### src/rtl/clamp_pkg.sv
package clamp_pkg;
    typedef enum logic [1:0] {
        ST_IDLE  = 2'd0,
        ST_PLACE = 2'd1,
        ST_CLAMP = 2'd2
    } clamp_state_t;
endpackage

### src/rtl/clamp_edge_det.sv
module clamp_edge_det (
    input  logic clk,
    input  logic rst_n,
    input  logic sig_in,
    output logic fall_pulse
);
    logic sig_q;

    always_ff @(posedge clk or negedge rst_n) begin
        if (!rst_n) sig_q <= 1'b0;
        else        sig_q <= sig_in;
    end

    always_comb fall_pulse = sig_q & ~sig_in;
endmodule

### src/rtl/clamp_sync.sv
module clamp_sync #(
    parameter int STAGES = 2
) (
    input  logic clk,
    input  logic rst_n,
    input  logic d,
    output logic q
);
    logic [STAGES-1:0] chain;

    for (genvar i = 0; i < STAGES; i++) begin : g_stage
        if (i == 0) begin : g_first
            always_ff @(posedge clk or negedge rst_n) begin
                if (!rst_n) chain[i] <= 1'b0;
                else        chain[i] <= d;
            end
        end else begin : g_next
            always_ff @(posedge clk or negedge rst_n) begin
                if (!rst_n) chain[i] <= 1'b0;
                else        chain[i] <= chain[i-1];
            end
        end
    end

    always_comb q = chain[STAGES-1];
endmodule

### src/rtl/clamp_seq.sv
module clamp_seq
    import clamp_pkg::*;
#(
    parameter int CW = 8
) (
    input  logic          clk,
    input  logic          rst_n,
    input  logic          fall,
    input  logic [CW-1:0] place,
    input  logic [CW-1:0] dur,
    output logic          active
);
    localparam logic [CW-1:0] ONE  = CW'(1);
    localparam logic [CW-1:0] ZERO = '0;

    clamp_state_t  state_q, state_d;
    logic [CW-1:0] cnt_q, cnt_d;

    always_ff @(posedge clk or negedge rst_n) begin
        if (!rst_n) begin
            state_q <= ST_IDLE;
            cnt_q   <= ZERO;
        end else begin
            state_q <= state_d;
            cnt_q   <= cnt_d;
        end
    end

    always_comb begin
        state_d = state_q;
        cnt_d   = cnt_q;
        if (fall) begin
            if (place != ZERO) begin
                state_d = ST_PLACE;
                cnt_d   = place - ONE;
            end else if (dur != ZERO) begin
                state_d = ST_CLAMP;
                cnt_d   = dur - ONE;
            end else begin
                state_d = ST_IDLE;
                cnt_d   = ZERO;
            end
        end else begin
            unique case (state_q)
                ST_IDLE: begin
                    cnt_d = ZERO;
                end
                ST_PLACE: begin
                    if (cnt_q != ZERO) begin
                        cnt_d = cnt_q - ONE;
                    end else if (dur != ZERO) begin
                        state_d = ST_CLAMP;
                        cnt_d   = dur - ONE;
                    end else begin
                        state_d = ST_IDLE;
                    end
                end
                ST_CLAMP: begin
                    if (cnt_q != ZERO) cnt_d = cnt_q - ONE;
                    else               state_d = ST_IDLE;
                end
                default: begin
                    state_d = ST_IDLE;
                    cnt_d   = ZERO;
                end
            endcase
        end
    end

    always_comb active = (state_q == ST_CLAMP);

    assert_no_pulse_zero_dur_R5: assert property (@(posedge clk) disable iff (!rst_n)
        (dur == ZERO) |=> !$rose(active));

    assert_restart_to_place_R6: assert property (@(posedge clk) disable iff (!rst_n)
        (fall && place != ZERO) |=> (state_q == ST_PLACE));
endmodule

### src/rtl/clamp_pulse_gen.sv
module clamp_pulse_gen #(
    parameter int CW          = 8,
    parameter int SYNC_STAGES = 2
) (
    input  logic          clk,
    input  logic          rst_n,
    input  logic          hsync_in,
    input  logic          ext_clamp_in,
    input  logic [CW-1:0] place_cnt,
    input  logic [CW-1:0] dur_cnt,
    input  logic          use_ext,
    input  logic          ext_active_low,
    output logic          clamp_out
);
    logic hs_fall;
    logic seq_active;
    logic ext_sync;

    clamp_edge_det u_edge (
        .clk        (clk),
        .rst_n      (rst_n),
        .sig_in     (hsync_in),
        .fall_pulse (hs_fall)
    );

    clamp_seq #(.CW(CW)) u_seq (
        .clk    (clk),
        .rst_n  (rst_n),
        .fall   (hs_fall),
        .place  (place_cnt),
        .dur    (dur_cnt),
        .active (seq_active)
    );

    clamp_sync #(.STAGES(SYNC_STAGES)) u_sync (
        .clk   (clk),
        .rst_n (rst_n),
        .d     (ext_clamp_in),
        .q     (ext_sync)
    );

    always_ff @(posedge clk or negedge rst_n) begin
        if (!rst_n)       clamp_out <= 1'b0;
        else if (use_ext) clamp_out <= ext_sync ^ ext_active_low;
        else              clamp_out <= seq_active;
    end

    assert_ext_follow_R7: assert property (@(posedge clk) disable iff (!rst_n)
        (use_ext && !ext_active_low) |=> (clamp_out == $past(ext_sync)));

    assert_ext_invert_R8: assert property (@(posedge clk) disable iff (!rst_n)
        (use_ext && ext_active_low) |=> (clamp_out == !$past(ext_sync)));

    assert_int_follow_R2: assert property (@(posedge clk) disable iff (!rst_n)
        !use_ext |=> (clamp_out == $past(seq_active)));
endmodule

### config.mk
export PLATFORM = sky130hd
export DESIGN_NAME = clamp_pulse_gen
export DESIGN_NICKNAME = d
export VERILOG_FILES = /design/src/rtl/clamp_pkg.sv /design/src/rtl/clamp_edge_det.sv /design/src/rtl/clamp_sync.sv /design/src/rtl/clamp_seq.sv /design/src/rtl/clamp_pulse_gen.sv
export SDC_FILE = /design/constraint.sdc
export NUM_CORES = 1
export LEC_CHECK = 0
export BUFFER_PORTS_ARGS = -buffer_cell sky130_fd_sc_hd__buf_2
export CAP_MARGIN = 25
export CORE_MARGIN = 2
export CORE_UTILIZATION = 55
export CTS_BUF_LIST = sky130_fd_sc_hd__clkbuf_4 sky130_fd_sc_hd__clkbuf_8
export CTS_CLUSTER_SIZE = 25
export DETAILED_ROUTE_END_ITERATION = 12
export GPL_TIMING_DRIVEN = 0
export PLACE_DENSITY = 0.79
export SLEW_MARGIN = 20
export SYNTH_ARGS = -nofsm -noshare
export SYNTH_HDL_FRONTEND = slang
export SYNTH_SLANG_ARGS = --single-unit
### constraint.sdc
create_clock -name clk -period 3.38 [get_ports clk]
set_clock_uncertainty 0.2 [all_clocks]
set_input_delay 1.014 -clock clk [delete_from_list [all_inputs] [get_ports clk]]
set_output_delay 1.014 -clock clk [all_outputs]
set_load 0.02 [all_outputs]
==> metrics.cfg <==
[critical_path]
startpoint=dur_cnt[0]
path_cells=buf_2 -> inv_1 -> ha_1 -> nor3b_1 -> a31oi_1 -> or3_1 -> o221ai_1 -> a2bb2oi_1
timing.rr.end=u_seq.cnt_q[1]
worstPathRequired_ns=3.38
slowest_stage=or3_1
worst-path-buf-inv=2
max_stage_delay_ns=0.46
start_kind=primary input
crit_arrival_ns=2.69
crit_fanout=4
reg2regPathDepth=7
endpoint_kind=flop
crit_path_end=u_seq.cnt_q[0]
critPathTopFamily=simple AND/OR/NAND/NOR gates
r2r-start=u_seq.cnt_q[0]
rrSetupSlack_ns=0.92
cp.depth=8
critical_path_class=primary input to flop

[floorplan]
coreArea_mm2=0.00225
dieWidth_um=53.5
pin_count=23
start_util_pct=59.7
die_y_um=53.5
die-area_mm2=0.00286
rows=17

[placed_design]
gp_congestion=0.876
hpwlAfterDp_um=2690
portBuffers=22
dp.cells=205

[timing]
min_period_ns=2.68
rsz0062_at_grt=no
fin_crit_sh_pct=79.4
tns_ns=0
max_slew_margin_pct=62.3
fmax_ghz=0.373
drv_slew=0
worst_pin_slew_ns=0.562
finalSetupViolCount=0
hold_viol_final=0
timing.hold.ws_ns=0.168

[pwr]
vdd_ir_drop_max_v=0.000526
power.density_mw_per_mm2=669
p_leak_nw=0.640

[synthesis]
synth_nets=186
synth_xor_area_share_pct=9.11
ys_seq_area_share_pct=26.0
synth_async_sr_flop_share_pct=100
netlist_area_mm2=0.00135
syn_inst=155
muxShareOfSynthArea_pct=1.49
synth_compound_area_share_pct=23.0
synth_seq_cells=14
synthAdderAreaFrac_pct=8.36
ys_types=48
synthSimpleGateAreaFrac_pct=27.4
synth_ff_type=dfrtp_1
avgSynthCellArea_um2=8.69
synth_top_family_by_area=simple AND/OR/NAND/NOR gates
ys_warn_count=0
synth_edf_count=0

[grt]
grt_max_degree=15
grt_pass1_wl_um=5540
antenna_found_initial=0
overflow=0
grt_pass1_vias=1257
grt_usage_pct=27.1

[worst_hold_path]
hp-class=flop to flop

[routing]
wl_per_cell_um=15.7
vias_per_cell=6.27
vias=1311
drtIter0Drc=37
routed_wl_um=3290
first_pass_iters=4
antenna_left=0
drc=0

[cts]
cts_sinks=14
cts_resized=0
postCtsSetupBuffers=0
numCtsBuffers=3
postCtsHoldBufs=0
tritoncts=done
clock_latency_ns=0.28
clk_pin_slew_ns=0.08
clockBufferDepth=2
htree_levels=1
root_buffer=clkbuf_4

[cells_and_area]
fin_nets=213
fin_util_pct=67.8
areaGrowthSynthToFinish_pct=13.5
multiInputGateArea_um2=935
seq_area_um2=350
fillers=198
drive_gt1_share_pct=19.9
instances_no_fill=209
antenna_cells=0

[run_status]
status=completed

[run]
cap_violations=0

worst reg2reg max path, delay by kind of cell (launching register included):
kind                     cells  cell delay (ns)
AO/OA/AOI/OAI                2             0.29
adder cells (fa/ha/maj)      1             0.21
buffers and inverters        1             0.16
flip-flops                   1             0.45
AND/OR/NAND/NOR              3             1.07
worst min-delay path by stage:
stage / startpoint / end / slack [ns] / cells past startpoint
2_1_floorplan: u_sync.chain[0] / u_sync.q / 0.13 / 0
3_3_place_gp: u_sync.chain[0] / u_sync.q / 0.14 / 0
3_5_place_dp: u_sync.chain[0] / u_sync.q / 0.14 / 0
4_1_cts: u_sync.chain[0] / u_sync.q / 0.17 / 0
5_1_grt: u_sync.chain[0] / u_sync.q / 0.17 / 0
6_report: u_sync.chain[0] / u_sync.q / 0.17 / 0
metal layers:
metal	up-vias	part of all wire [%]	GRT usage, %
met5	-	0	0
met4	0	0.52	3.85
met3	2	4.2	5.08
met2	39	50	48.1
met1	638	45	34.5
li1	632	-	-
report_power, final:
| group | leakage, nW | total [W] | internal, W | switching (W) |
|---|---|---|---|---|
| logic | 0.442 | 0.000620 | 0.000255 | 0.000366 |
| clock network | 0.0210 | 0.000116 | 0.0000655 | 0.0000509 |
| registers | 0.177 | 0.000285 | 0.000216 | 0.0000687 |
| total | 0.640 | 0.00102 | 0.000536 | 0.000485 |
per-stage QoR:
stage	setup slack [ns]	area [um2]	power, W
final	0.696	1530	0.00102
after detailed placement	0.437	1490	0.000895
after CTS	0.731	1530	0.00102
after floorplan	0.809	1350	0.000731
after global routing	0.575	1530	0.00111
after global placement	0.441	1490	0.000864
cell usage after synthesis (2+ instances only):
| cell | n | area (um2) |
|---|---|---|
| ha_1 | 9 | 113 |
| o21ai_0 | 7 | 35.0 |
| a21oi_1 | 10 | 50.1 |
| a2bb2oi_1 | 2 | 17.5 |
| nor3_1 | 4 | 20.0 |
| dfrtp_1 | 14 | 350 |
| nor2_1 | 11 | 41.3 |
| nand2_1 | 7 | 26.3 |
| nand2b_1 | 4 | 25.0 |
| o221ai_1 | 3 | 26.3 |
| inv_1 | 13 | 48.8 |
| or4_4 | 2 | 22.5 |
| o32a_1 | 2 | 20.0 |
| nand3_1 | 3 | 15.0 |
| nor4_1 | 3 | 18.8 |
| nor4_4 | 2 | 42.5 |
| mux2i_1 | 2 | 20.0 |
| a31oi_1 | 2 | 12.5 |
| xnor2_1 | 10 | 87.6 |
| xor2_1 | 4 | 35.0 |
| nor3_4 | 2 | 32.5 |
| o31ai_1 | 2 | 15.0 |
| clkbuf_1 | 2 | 7.51 |
| o21ai_1 | 4 | 20.0 |
| nor3b_1 | 6 | 45.0 |
| or4_1 | 3 | 22.5 |
sequential cells by signal, summed over array words and instances, names as in the netlist:
register / count
clamp_out: 1
u_sync.q: 1
u_edge.sig_q: 1
u_seq.state_q: 2
u_sync.chain: 1
u_seq.cnt_q: 8
cell families after synthesis:
kind of cell	count (synthesis)
AND/OR/NAND/NOR	55
adder cells (fa/ha/maj)	9
buffers and inverters	16
AO/OA/AOI/OAI	45
flip-flops	14
multiplexers	2
XOR/XNOR	14
placed cells by master (no fill, tap or decap), drive strengths merged, types with 2 or more instances in the layout:
| master | synthesis | layout |
|---|---|---|
| a21oi | 10 | 10 |
| a2bb2oi | 2 | 2 |
| a31oi | 2 | 2 |
| and2 | 2 | 2 |
| and3 | 2 | 2 |
| buf | 1 | 23 |
| clkbuf | 2 | 6 |
| dfrtp | 14 | 14 |
| ha | 9 | 9 |
| inv | 13 | 13 |
| mux2i | 2 | 2 |
| nand2 | 7 | 7 |
| nand2b | 4 | 4 |
| nand3 | 3 | 3 |
| nor2 | 11 | 11 |
| nor3 | 6 | 6 |
| nor3b | 6 | 6 |
| nor4 | 6 | 6 |
| o21ai | 11 | 11 |
| o221ai | 3 | 3 |
| o31ai | 3 | 3 |
| o32a | 2 | 2 |
| or4 | 5 | 5 |
| xnor2 | 10 | 10 |
| xor2 | 4 | 4 |
final cells by class:
type                       instances  share of cell area [%]
buffer                             3                   0.819
clock buffer                       4                    2.38
inverter                          13                    3.19
multi-input combinational        125                    61.2
sequential                        14                    22.9
tap                               28                    2.29
timing repair buffer              22                    7.21
No activity file was read; power rests on OpenSTA's default activity.
